<file path="config.mk">
export PLATFORM = sky130hd
export DESIGN_NAME = vpair_xfer_seq
export DESIGN_NICKNAME = d
export VERILOG_FILES = /design/src/rtl/vps_pkg.sv /design/src/rtl/vps_check.sv /design/src/rtl/vps_cc.sv /design/src/rtl/vpair_xfer_seq.sv
export SDC_FILE = /design/constraint.sdc
export NUM_CORES = 1
export LEC_CHECK = 0
export CAP_MARGIN = 30
export CORE_ASPECT_RATIO = 0.5
export CORE_MARGIN = 2
export CORE_UTILIZATION = 29
export CTS_BUF_LIST = sky130_fd_sc_hd__clkbuf_4 sky130_fd_sc_hd__clkbuf_8
export DETAILED_ROUTE_END_ITERATION = 8
export GPL_ROUTABILITY_DRIVEN = 0
export PLACE_DENSITY = 0.74
export SLEW_MARGIN = 20
export SYNTH_ARGS = -nofsm -noshare
export SYNTH_HDL_FRONTEND = slang
export SYNTH_SLANG_ARGS = --single-unit
export TNS_END_PERCENT = 20
</file>
<file path="constraint.sdc">
create_clock -name clk -period 5.35 [get_ports clk]
set_clock_uncertainty 0.2 [all_clocks]
set_input_delay 0.535 -clock clk [delete_from_list [all_inputs] [get_ports clk]]
set_output_delay 0.535 -clock clk [all_outputs]
set_load 0.01 [all_outputs]
</file>
<file path="src/rtl/vps_pkg.sv">
package vps_pkg;

  localparam logic [1:0] XM_RESTORE = 2'd0;
  localparam logic [1:0] XM_SAVE    = 2'd1;

  // Legality of a start: element range, pair field, save-area alignment.
  function automatic logic f_spec_bad(input logic [31:0] addr,
                                      input logic [31:0] ctl,
                                      input int          sect,
                                      input int          align_f,
                                      input logic [15:0] pmask);
    logic [31:0] el;
    logic [31:0] base;
    el   = {16'd0, ctl[31:16]};
    base = addr - (el << 3);
    return (el >= 32'(sect)) ||
           ((ctl[15:0] & pmask) != 16'd0) ||
           ((base & 32'(sect * align_f - 1)) != 32'd0);
  endfunction

  // Address advance for a pair that is not moved.
  function automatic logic [31:0] f_skip_adv(input logic [15:0] el,
                                             input int          sect);
    return (32'(sect) - {16'd0, el}) << 3;
  endfunction

  // Condition code: 2 when moved, 0 when skipped, +1 unless last pair.
  function automatic logic [1:0] f_cc(input logic        moved,
                                      input logic [15:0] pair,
                                      input logic [15:0] last);
    return {moved, pair != last};
  endfunction

endpackage

</file>
<file path="src/rtl/vps_check.sv">
module vps_check
  import vps_pkg::*;
#(
  parameter int SECT    = 8,
  parameter int ALIGN_F = 4,
  parameter int NPAIR   = 8,
  localparam int PIDX_W = $clog2(NPAIR)
) (
  input  logic [31:0]      addr_i,
  input  logic [31:0]      ctl_i,
  input  logic [1:0]       mode_i,
  input  logic [NPAIR-1:0] in_use_i,
  input  logic [NPAIR-1:0] changed_i,
  output logic             bad_o,
  output logic             active_o
);
  localparam logic [15:0] PMASK = ~(16'(2 * NPAIR - 1) & 16'hFFFE);

  logic [PIDX_W-1:0] pidx;

  assign pidx     = ctl_i[PIDX_W:1];
  assign bad_o    = f_spec_bad(addr_i, ctl_i, SECT, ALIGN_F, PMASK);
  assign active_o = mode_i[1] ? changed_i[pidx] : in_use_i[pidx];

endmodule

</file>
<file path="src/rtl/vps_cc.sv">
module vps_cc
  import vps_pkg::*;
#(
  parameter int NPAIR = 8
) (
  input  logic        moved_i,
  input  logic [15:0] pair_i,
  output logic [1:0]  cc_o
);
  localparam logic [15:0] LAST_PAIR = 16'(2 * NPAIR - 2);

  assign cc_o = f_cc(moved_i, pair_i, LAST_PAIR);

endmodule

</file>
<file path="src/rtl/vpair_xfer_seq.sv">
module vpair_xfer_seq
  import vps_pkg::*;
#(
  parameter int SECT    = 8,
  parameter int ALIGN_F = 4,
  parameter int NPAIR   = 8,
  parameter int EW      = 32,
  localparam int PIDX_W = $clog2(NPAIR),
  localparam int EIDX_W = $clog2(SECT)
) (
  input  logic              clk,
  input  logic              rst_n,
  input  logic              start,
  input  logic [1:0]        mode,
  input  logic              user_mode,
  input  logic [31:0]       addr_in,
  input  logic [31:0]       ctl_in,
  input  logic [NPAIR-1:0]  pair_in_use,
  input  logic [NPAIR-1:0]  pair_changed,
  output logic              busy,
  output logic              done,
  output logic              spec_err,
  output logic [1:0]        cc,
  output logic [31:0]       addr_out,
  output logic [31:0]       ctl_out,
  output logic              chg_set,
  output logic              chg_clr,
  output logic [PIDX_W-1:0] chg_idx,
  output logic [PIDX_W-1:0] rf_idx,
  output logic [EIDX_W-1:0] rf_elem,
  input  logic [EW-1:0]     rf_rd_even,
  input  logic [EW-1:0]     rf_rd_odd,
  output logic              rf_we,
  output logic [EW-1:0]     rf_wr_even,
  output logic [EW-1:0]     rf_wr_odd,
  output logic              mem_req,
  output logic              mem_we,
  output logic [31:0]       mem_addr,
  output logic [2*EW-1:0]   mem_wdata,
  input  logic              mem_ack,
  input  logic [2*EW-1:0]   mem_rdata
);
  localparam int          STEP      = (2 * EW) / 8;
  localparam logic [15:0] LAST_ELEM = 16'(SECT - 1);

  typedef enum logic {ST_IDLE, ST_XFER} st_e;

  st_e               state_q;
  logic [31:0]       addr_q, ctl_q;
  logic [1:0]        mode_q;
  logic              user_q, done_q, err_q, set_q, clr_q;
  logic [1:0]        cc_q;
  logic [PIDX_W-1:0] cidx_q;

  // Named events for the assertions.
  logic        accept, start_bad, start_active;
  logic        elem_done, last_elem, xfer_on;
  logic [1:0]  cc_w;
  logic [15:0] cc_pair;

  vps_check #(.SECT(SECT), .ALIGN_F(ALIGN_F), .NPAIR(NPAIR)) u_chk (
    .addr_i   (addr_in),
    .ctl_i    (ctl_in),
    .mode_i   (mode),
    .in_use_i (pair_in_use),
    .changed_i(pair_changed),
    .bad_o    (start_bad),
    .active_o (start_active)
  );

  assign xfer_on   = (state_q == ST_XFER);
  assign accept    = start && (state_q == ST_IDLE);
  assign elem_done = xfer_on && mem_ack;
  assign last_elem = elem_done && (ctl_q[31:16] == LAST_ELEM);
  assign cc_pair   = xfer_on ? ctl_q[15:0] : ctl_in[15:0];

  vps_cc #(.NPAIR(NPAIR)) u_cc (
    .moved_i(xfer_on),
    .pair_i (cc_pair),
    .cc_o   (cc_w)
  );

  always_ff @(posedge clk) begin
    if (!rst_n) begin
      state_q <= ST_IDLE;
      addr_q  <= '0;
      ctl_q   <= '0;
      mode_q  <= '0;
      user_q  <= 1'b0;
      done_q  <= 1'b0;
      err_q   <= 1'b0;
      set_q   <= 1'b0;
      clr_q   <= 1'b0;
      cc_q    <= '0;
      cidx_q  <= '0;
    end else begin
      done_q <= 1'b0;
      set_q  <= 1'b0;
      clr_q  <= 1'b0;
      case (state_q)
        ST_IDLE: begin
          if (accept) begin
            mode_q <= mode;
            user_q <= user_mode;
            if (start_bad) begin
              addr_q <= addr_in;
              ctl_q  <= ctl_in;
              err_q  <= 1'b1;
              done_q <= 1'b1;
            end else if (!start_active) begin
              addr_q <= addr_in + f_skip_adv(ctl_in[31:16], SECT);
              ctl_q  <= {16'd0, ctl_in[15:0] + 16'd2};
              cc_q   <= cc_w;
              err_q  <= 1'b0;
              done_q <= 1'b1;
            end else begin
              addr_q  <= addr_in;
              ctl_q   <= ctl_in;
              err_q   <= 1'b0;
              state_q <= ST_XFER;
            end
          end
        end
        ST_XFER: begin
          if (elem_done) begin
            addr_q <= addr_q + 32'(STEP);
            if (last_elem) begin
              ctl_q   <= {16'd0, ctl_q[15:0] + 16'd2};
              cc_q    <= cc_w;
              done_q  <= 1'b1;
              set_q   <= (mode_q == XM_RESTORE) && user_q;
              clr_q   <= mode_q[1];
              cidx_q  <= ctl_q[PIDX_W:1];
              state_q <= ST_IDLE;
            end else begin
              ctl_q[31:16] <= ctl_q[31:16] + 16'd1;
            end
          end
        end
        default: state_q <= ST_IDLE;
      endcase
    end
  end

  assign busy       = xfer_on;
  assign done       = done_q;
  assign spec_err   = err_q;
  assign cc         = cc_q;
  assign addr_out   = addr_q;
  assign ctl_out    = ctl_q;
  assign chg_set    = set_q;
  assign chg_clr    = clr_q;
  assign chg_idx    = cidx_q;
  assign rf_idx     = ctl_q[PIDX_W:1];
  assign rf_elem    = ctl_q[16 +: EIDX_W];
  assign mem_req    = xfer_on;
  assign mem_we     = xfer_on && (mode_q != XM_RESTORE);
  assign mem_addr   = addr_q;
  assign mem_wdata  = {rf_rd_even, rf_rd_odd};
  assign rf_we      = elem_done && (mode_q == XM_RESTORE);
  assign rf_wr_even = mem_rdata[2*EW-1:EW];
  assign rf_wr_odd  = mem_rdata[EW-1:0];

  // ---------------- assertions ----------------
  assert_err_quiet_R1: assert property (@(posedge clk) disable iff (!rst_n)
    (done && spec_err) |-> (!mem_req && !chg_set && !chg_clr));

  assert_rf_write_R2: assert property (@(posedge clk) disable iff (!rst_n)
    rf_we |-> (mem_ack && mem_req && !mem_we));

  assert_stall_hold_R3: assert property (@(posedge clk) disable iff (!rst_n)
    (mem_req && !mem_ack) |=> (mem_req && $stable(mem_addr) && $stable(ctl_out)));

  assert_step_R3: assert property (@(posedge clk) disable iff (!rst_n)
    elem_done |=> (addr_out == $past(addr_out) + 32'(STEP)));

  assert_cc_last_R5: assert property (@(posedge clk) disable iff (!rst_n)
    (done && !spec_err) |-> (cc[0] == (ctl_out[15:0] != 16'(2 * NPAIR))));

  assert_fin_ctl_R6: assert property (@(posedge clk) disable iff (!rst_n)
    (done && !spec_err) |-> (ctl_out[31:16] == 16'd0 && !ctl_out[0]));

  assert_chg_pulse_R7: assert property (@(posedge clk) disable iff (!rst_n)
    (chg_set || chg_clr) |-> (done && !spec_err && !(chg_set && chg_clr)));

  assert_busy_start_R8: assert property (@(posedge clk) disable iff (!rst_n)
    (busy && start && !mem_ack) |=> (busy && $stable(mem_we) && $stable(addr_out)));

endmodule

</file>
==> results of run 1 <==
==> area by class of cell <==
type	instances	area, um2	area share [%]
multi-input cells	759	4730	51.4
repair buffers	217	2150	23.4
flip-flops and latches	77	1540	16.7
well taps	352	440	4.78
clock buffers	11	145	1.58
clock inverters	5	108	1.17
inverters	22	82.6	0.896
diodes	5	12.5	0.136
==> cells by family after synthesis <==
group / count (synthesis) / synth area share, %
XOR/XNOR: 45 / 5.06
AO/OA/AOI/OAI: 268 / 21.9
AND/OR/NAND/NOR: 388 / 24.2
flip-flops: 77 / 19.8
buffers and inverters: 235 / 19.5
multiplexers: 22 / 3.67
adder cells (fa/ha/maj): 36 / 5.88
==> final timing paths <==
kind	from	to	slack (ns)	cells past startpoint
setup / recovery	ctl_in[22]	addr_out[31]	0.48	15
hold / removal	mode_q[0]	mode_q[0]	0.27	2
setup reg to reg	addr_out[5]	addr_out[28]	2.06	9
hold reg to reg	mode_q[0]	mode_q[0]	0.27	2
==> per-layer routing <==
layer  vias to the layer above  share of wire, %  track usage (%)
met5                         -                 0             1.78
met3                        80               8.8             6.07
li1                       3702                 -                -
met1                      3590                40             21.2
met2                       400                47             29.5
met4                         0               4.7             10.2
==> through the flow <==
stage               hold WS [ns]  utilization (%)  std cells  worst slack (ns)  instance area, um2
global route               0.306             34.9       1447             0.254                9210
detailed placement         0.263             33.9       1427             0.159                8950
finish                     0.273             34.9       1448             0.482                9220
global placement           0.239             33.8       1425             0.219                8910
CTS                        0.274             34.9       1443             0.533                9200
floorplan                  0.232                -       1071             0.942                7780
==> where the power goes <==
group	leakage, nW	total, mW	internal [mW]	switching, mW
Clock	0.127	0.559	0.330	0.230
Sequential	0.636	0.660	0.604	0.0557
Combinational	2.59	0.541	0.277	0.263
==> synth_stat cells (14+ instances only) <==
| cell | number | share of area, % |
|---|---|---|
| nand3_1 | 49 | 3.2 |
| a21oi_1 | 94 | 6.0 |
| ha_1 | 35 | 5.6 |
| o21ai_0 | 42 | 2.7 |
| clkbuf_1 | 36 | 1.7 |
| xnor2_1 | 31 | 3.5 |
| buf_4 | 167 | 16 |
| mux2i_1 | 15 | 1.9 |
| nor2_1 | 98 | 4.7 |
| and3_1 | 16 | 1.3 |
| inv_1 | 21 | 1.0 |
| a31oi_1 | 14 | 1.1 |
| nor4_1 | 14 | 1.1 |
| nand2_1 | 107 | 5.2 |
| dfxtp_1 | 77 | 20 |
| xor2_1 | 14 | 1.6 |
| a21o_1 | 22 | 2.1 |
| nor3_1 | 39 | 2.5 |
==> tightest hold or removal path, delay by kind of cell, from the launching register on <==
family | cells | cell delay (ns)
flip-flops | 1 | 0.33
AND/OR/NAND/NOR | 1 | 0.06
AO/OA/AOI/OAI | 1 | 0.05
==> flip-flops by register name, indices dropped and copies added, names as in the netlist <==
name      count
busy          1
mode_q        2
user_q        1
chg_idx       3
spec_err      1
chg_clr       1
chg_set       1
cc            2
addr_out     32
ctl_out      32
done          1
==> cells in the final DEF (no fill, tap or decap), drive strengths merged, types with 10 or more instances in the layout <==
master           n
a211oi          10
a21o            22
a21oi           94
a221oi          13
a31oi           14
and3            16
buf             16
clkbuf          11
clkdlybuf4s50  201
dfxtp           77
ha              35
inv             21
mux2i           15
nand2          107
nand3           49
nand4           12
nor2            98
nor3            40
nor4            16
o21ai           48
o22ai           10
xnor2           31
xor2            14
==> results.tsv, run 1 <==
metric	value	unit
dp_hpwl	20700	um
ios	458	
synth_seq_cells	77	
synth_edf_count	0	
yosysUniqueCellTypes	74	
end_kind	register	
grt_max_degree	61	
overflow	0	
synthArstFlopShare	0	%
cts_setup_buffers	0	
htree_levels	3	
maxSlewHeadroom	40.5	%
die-area	28200	um2
power_per_cell_area	191	nW/um2
wl	26600	um
numClockSinks	77	
grt_pass1_vias	7166	
critical_path.top_delay_family	simple AND/OR/NAND/NOR gates	
ant_nets	0	
rows	42	
arrival	4.98	ns
die_h	120	um
ir_worst_vdd	0.102	mV
finalSetupViolCount	0	
avgSynthCellArea	7.27	um2
track_usage	18.2	%
rsz0062_at_grt	false	
io_buffers	201	
yosys_warnings	0	
worstSetupPathType	primary input to register	
viasPerCell	5.37	
min_path_type	register to register	
first_iter_violations	682	
cts_hold_buffers	0	
start_kind	primary input	
status	finished, final reports clean	
hold_viol	0	
syn_area	7780	um2
fin_crit_sh	91.0	%
clk_latency	0.37	ns
cap_violations	0	
cts-root-buf	clkbuf_8	
drive_gt1_share	5.50	%
drc_errors	0	
drt_pass1_iterations	7	
cts_resized	0	
grt_first_pass_wirelength	40400	um
worst-path-buf-inv	1	
yosys_most_used_dff	dfxtp_1	
total_power	1.76	mW
cp.required	5.46	ns
core_area	26400	um2
fill_cells	2787	
antenna_found_initial	5	
dieWidth	236	um
final_nets	1337	
ys_seq_area_share	19.8	%
cts_made_buffers	9	
worstPathMaxFanout	7	
fmax	205	MHz
crit_slowest_cell	or4_4	
slew_violations	0	
fin_setup_tns	0	ns
netlist_instances	1071	
start_util	29.5	%
clk_pin_slew	0.08	ns
p_leak	3.35	nW
crit_chain	clkdlybuf4s50_1, or4_4, or4_1, nand2b_4, nor3_1, xnor2_1, ha_1, nand3_1, or3_1, or4_1, o211ai_1, o21ai_1, mux2i_1, or3_1, nand3_1	
vias	7772	
cts_tree	yes	
worst_slew_pin_slew	0.885	ns
wl_per_cell	18.4	um
clockBufferDepth	2	
syn_nets	1322	
area_delta_synth_final	18.4	%
cp_slowest_stage_delay	0.58	ns
period_minus_slack	4.87	ns
(Power assumes the default switching activity.)
==> inputs of run 2 (changes only) <==
CORE_AREA = 2 2 180 182   (was default)
CORE_ASPECT_RATIO = default   (was 0.5)
CORE_MARGIN = default   (was 2)
CORE_UTILIZATION = default   (was 29)
DIE_AREA = 0 0 182 184   (was default)
PLACE_DENSITY = 0.67   (was 0.74)
==> run 2 against run 1 <==
  * Utilization shrank 5.5 points
  * First-iteration DRC count down 8.1%
  * Non-clock buffer count rose by 9
  * Sequential share of layout area decreased by 0.057 points
  * Global-route usage fell by 1.1 points
  * Critical path depth stayed put
  * Via count grew 1.5%
  * Clock power shrank 17%
  * Sequential power hardly changed
  * Largest cell class unchanged
==> results.tsv, run 2 (synthesis gave the netlist of run 1 again) <==
metric	value	unit	change
status	finished, final reports clean		unchanged
clk_pin_slew	0.10	ns	was 0.08 ns
arrival	4.98	ns	about the same
vias	7885		was 7772
final_nets	1346		was 1337
worst_slew_pin_slew	0.973	ns	was 0.885 ns
end_kind	register		unchanged
io_buffers	201		unchanged
core_area	31400	um2	was 26400 um2
cts_resized	0		unchanged
antennaDiodeCount	0		was 5
first_iter_violations	627		was 682
fill_cells	3405		was 2787
maxSlewHeadroom	34.5	%	was 40.5%
layout.cells.non_filler	1502		was 1448
slew_violations	0		unchanged
fin_util	29.5	%	was 34.9%
final_cell_mix	201 x clkdlybuf4s50_1, 107 x nand2_1, 97 x nor2_1		was 201 x clkdlybuf4s50_1, 107 x nand2_1, 96 x nor2_1
grt_first_pass_wirelength	44200	um	was 40400 um
power_per_cell_area	182	nW/um2	was 191 nW/um2
dieWidth	182	um	was 236 um
rows	65		was 42
place_inst	1486		was 1427
hold_viol	0		unchanged
final_common_cell	clkdlybuf4s50_1		unchanged
drc_errors	0		unchanged
fin_crit_sh	90.8	%	was 91.0%
cts_tree	yes		unchanged
cap_violations	0		unchanged
start_kind	primary input		unchanged
drive_gt1_share	6.18	%	was 5.50%
finalSetupViolCount	0		unchanged
ir_worst_vdd	0.112	mV	was 0.102 mV
ios	458		unchanged
total_power	1.68	mW	was 1.76 mW
cts_hold_buffers	0		unchanged
area_delta_synth_final	18.8	%	was 18.4%
cts_setup_buffers	0		unchanged
dp_hpwl	23300	um	was 20700 um
fin_setup_tns	0	ns	unchanged
clockBufferDepth	2		unchanged
grt_pass1_vias	7233		was 7166
cts_made_buffers	9		unchanged
track_usage	17.1	%	was 18.2%
clk_latency	0.39	ns	was 0.37 ns
worstPathMaxFanout	7		unchanged
overflow	0		unchanged
period_minus_slack	4.86	ns	was 4.87 ns
min_path_type	register to register		unchanged
die-area	33500	um2	was 28200 um2
ant_nets	0		unchanged
wl_per_cell	19.8	um	was 18.4 um
antenna_found_initial	0		was 5
cp.required	5.47	ns	was 5.46 ns
start_util	24.8	%	was 29.5%
cts-root-buf	clkbuf_8		unchanged
die_h	184	um	was 120 um
rsz0062_at_grt	false		unchanged
grt_max_degree	44		was 61
numClockSinks	77		unchanged
worstSetupPathType	primary input to register		unchanged
htree_levels	3		unchanged
viasPerCell	5.25		was 5.37
drt_pass1_iterations	5		was 7
whs	0.266	ns	was 0.273 ns
fmax	206	MHz	was 205 MHz
wl	29700	um	was 26600 um
p_leak	3.35	nW	about the same
run 2: changes by cell type in the layout (fill, tap and decap cells not counted), sizes merged:
cell | previous run | this run
bufinv | 3 | 0
inv | 21 | 27
diode | 5 | 0
clkinv | 3 | 1
clkinvlp | 0 | 1
buf | 16 | 25
clkbuf | 11 | 9
run 2: area by class of cell:
class                      count  area [um2]  area share (%)
multi-input combinational    759        4730            51.2
clock buffer                   9         124            1.34
tap                          402         503            5.44
timing repair buffer         226        2200            23.8
clock inverter                 7        65.1           0.704
sequential                    77        1540            16.7
inverter                      22        82.6           0.893
run 2: through the flow:
step                setup slack [ns]  area (um2)
CTS                            0.535        9250
floorplan                      0.942        7780
global placement               0.205        9050
detailed placement             0.126        9060
finish                         0.494        9250
global route                   0.234        9250
run 2: where the power goes:
group	total [mW]	leakage [nW]	internal, mW	switching, mW
sequential	0.663	0.636	0.604	0.0589
combinational	0.553	2.62	0.278	0.275
clock	0.465	0.0951	0.182	0.283
total	1.68	3.35	1.06	0.617
run 2: critical path, cell delays in order:
cell             delay, ns
clkdlybuf4s50_1       0.49
or4_4                 0.58
or4_1                 0.51
nand2b_4              0.22
nor3_1                0.19
xnor2_1               0.11
ha_1                  0.42
nand3_1               0.14
or3_1                 0.35
or4_1                 0.40
o211ai_1              0.28
o21ai_1               0.14
mux2i_1               0.14
or3_1                 0.38
nand3_1               0.09
run 2: layer usage:
| metal | part of all wire (%) | wire length, um | GRT usage [%] | vias up |
|---|---|---|---|---|
| met2 | 45 | 13500 | 27.4 | 375 |
| met5 | 0 | 0 | 0 | - |
| li1 | - | - | - | 3735 |
| met3 | 8.0 | 2390 | 4.28 | 65 |
| met1 | 44 | 13100 | 22.7 | 3710 |
| met4 | 2.4 | 715 | 5.10 | 0 |
run 2: worst paths after layout:
kind	start	end	slack [ns]	cells past startpoint
hold reg to reg	user_q	user_q	0.27	2
hold / removal	user_q	user_q	0.27	2
setup reg to reg	addr_out[6]	addr_out[28]	2.19	9
setup / recovery	ctl_in[22]	addr_out[31]	0.49	15
==> inputs of run 3 (changes only) <==
CORE_AREA = 2 2 177 179   (was 2 2 180 182)
CTS_BUF_LIST = sky130_fd_sc_hd__clkbuf_16   (was sky130_fd_sc_hd__clkbuf_4 sky130_fd_sc_hd__clkbuf_8)
DIE_AREA = 0 0 179 181   (was 0 0 182 184)
PLACE_DENSITY = 0.68   (was 0.67)
==> run 3 against run 2 <==
  * Sequential cell count unchanged
  * Hold slack worse by 0.015 ns
  * Clock power grew 37%
  * Setup slack gained 0.064 ns
  * Non-clock buffer count is 4 lower
  * Register-to-register slack got worse by 0.15 ns
  * Combinational power shrank 1%
  * Global-route usage grew 0.94 points
  * Wire length is 0.49% lower
  * Power increased by 9.7%
  * Largest cell class unchanged
  * Highest routed layer unchanged
==> results.tsv, run 3 (synthesis gave the netlist of run 1 again) <==
metric	value	unit	change
worstPathMaxFanout	7		unchanged
slew_violations	0		unchanged
net-switching-power	603	uW	was 617 uW
fill_cells	3247		was 3405
final_cell_mix	201 x clkdlybuf4s50_1, 107 x nand2_1, 97 x nor2_1		unchanged
cts_made_buffers	9		unchanged
cp.required	5.44	ns	was 5.47 ns
rows	64		was 65
clockPowerShare	34.4	%	was 27.7%
cap_violations	0		unchanged
r2r_start	busy		was addr_out[6]
io_buffers	201		unchanged
wl	29600	um	was 29700 um
min_from	user_q		unchanged
critical_path.top_delay_family	simple AND/OR/NAND/NOR gates		unchanged
antennaDiodeCount	0		unchanged
fin_setup_tns	0	ns	unchanged
met1_length	12500	um	was 13100 um
layout.cells.non_filler	1492		was 1502
start_kind	primary input		unchanged
period_minus_slack	4.79	ns	was 4.86 ns
maxSlewHeadroom	33.5	%	was 34.5%
place_ws	0.220	ns	was 0.126 ns
ios	458		unchanged
viasPerCell	5.28		was 5.25
final_common_cell	clkdlybuf4s50_1		unchanged
grt_pass1_vias	7444		was 7233
drive_gt1_share	5.57	%	was 6.18%
netSwitchingFraction	32.7	%	was 36.7%
p_leak	3.38	nW	was 3.35 nW
worst-path-buf-inv	1		unchanged
fin_crit_sh	89.6	%	was 90.8%
dp_hpwl	23200	um	was 23300 um
cts_hold_buffers	0		unchanged
finalSetupViolCount	0		unchanged
overflow	0		unchanged
track_usage	18.1	%	was 17.1%
wl_per_cell	19.8	um	about the same
worst_slew_pin_slew	0.989	ns	was 0.973 ns
antenna_found_initial	0		unchanged
ant_nets	0		unchanged
status	finished, final reports clean		unchanged
area_delta_synth_final	19.7	%	was 18.8%
cts_resized	0		unchanged
fmax	209	MHz	was 206 MHz
worst_slack	0.558	ns	was 0.494 ns
cts_setup_buffers	0		unchanged
worstSetupPathType	primary input to register		unchanged
arrival	4.88	ns	was 4.98 ns
dieWidth	179	um	was 182 um
final_nets	1342		was 1346
route.met3.wl	3000	um	was 2390 um
dpl_cell_area	9020	um2	was 9060 um2
crit_chain	clkdlybuf4s50_1, or4_4, or4_1, nand2b_4, nor3_1, xnor2_1, ha_1, nand3_1, or3_1, or4_1, o211ai_1, o21ai_1, mux2i_1, or3_1, nand3_1		unchanged
ir_worst_vdd	0.117	mV	was 0.112 mV
pwr-share-seq	35.9	%	was 39.5%
clk_pin_slew	0.07	ns	was 0.10 ns
clockBufferDepth	2		unchanged
p_int	1.24	mW	was 1.06 mW
grt_first_pass_wirelength	45000	um	was 44200 um
p_comb_share	29.6	%	was 32.9%
numClockSinks	77		unchanged
crit_slowest_cell	or4_4		unchanged
cts-root-buf	clkbuf_16		was clkbuf_8
die_h	181	um	was 184 um
place_inst	1476		was 1486
drt_pass1_iterations	5		unchanged
htree_levels	3		unchanged
vias	7881		was 7885
end_kind	register		unchanged
hold_viol	0		unchanged
start_util	25.6	%	was 24.8%
cp_slowest_stage_delay	0.58	ns	about the same
dr.max_layer_used	met4		unchanged
core_area	30300	um2	was 31400 um2
die-area	32400	um2	was 33500 um2
wl_met2	13300	um	was 13500 um
critPathLaunch	ctl_in[22]		unchanged
final_cell_area	9310	um2	was 9250 um2
drc_errors	0		unchanged
min_path_type	register to register		unchanged
first_iter_violations	636		was 627
clk_latency	0.35	ns	was 0.39 ns
power_per_cell_area	198	nW/um2	was 182 nW/um2
cts_tree	yes		unchanged
grt_max_degree	44		unchanged
rsz0062_at_grt	false		unchanged
-- run 3: cell types whose count changed in the layout (fill, tap and decap cells not counted), sizes merged --
| cell | change |
|---|---|
| buf | -4 |
| bufinv | +1 |
| clkinv | +2 |
| inv | -5 |
| clkinvlp | +2 |
-- run 3: area by class of cell --
cell class | count | area, um2 | share of cell area [%]
multi-input cells | 759 | 4730 | 50.8
repair buffers | 222 | 2170 | 23.3
flip-flops and latches | 77 | 1540 | 16.6
well taps | 396 | 495 | 5.32
clock buffers | 9 | 225 | 2.42
inverters | 22 | 82.6 | 0.887
clock inverters | 7 | 68.8 | 0.739
-- run 3: final timing paths --
check | to | slack (ns) | cells past startpoint
min | user_q | 0.25 | 2
max reg2reg | addr_out[17] | 2.04 | 8
min reg2reg | user_q | 0.25 | 2
max | addr_out[31] | 0.56 | 15
-- run 3: worst reg2reg max path, delay by kind of cell (launching register included) --
| kind | cells | cell delay, ns |
|---|---|---|
| compound gates | 2 | 0.48 |
| flops | 1 | 0.50 |
| simple gates | 3 | 1.10 |
| buf+inv | 3 | 0.91 |
-- run 3: power by group through the flow --
stage                     Combinational, mW  Clock (mW)  Sequential (mW)
after floorplan                       0.397           0            0.667
after global placement                0.534           0            0.675
after detailed placement              0.541           0            0.676
after CTS                             0.544       0.653            0.663
after global routing                  0.597       0.678            0.670
final                                 0.547       0.635            0.663
-- run 3: per-layer routing --
| metal | global-route usage (%) | vias to the layer above |
|---|---|---|
| li1 | - | 3717 |
| met1 | 23.8 | 3656 |
| met2 | 27.7 | 435 |
| met3 | 6.04 | 73 |
| met4 | 5.59 | 0 |
| met5 | 0 | - |
-- run 3: metrics by stage --
step           utilization (%)  power, mW  hold slack, ns
6_report                  30.7       1.84           0.251
5_1_grt                   30.7       1.94           0.292
2_1_floorplan                -       1.06           0.232
3_5_place_dp              29.7       1.22           0.245
3_3_place_gp              29.7       1.21           0.243
4_1_cts                   30.7       1.86           0.255
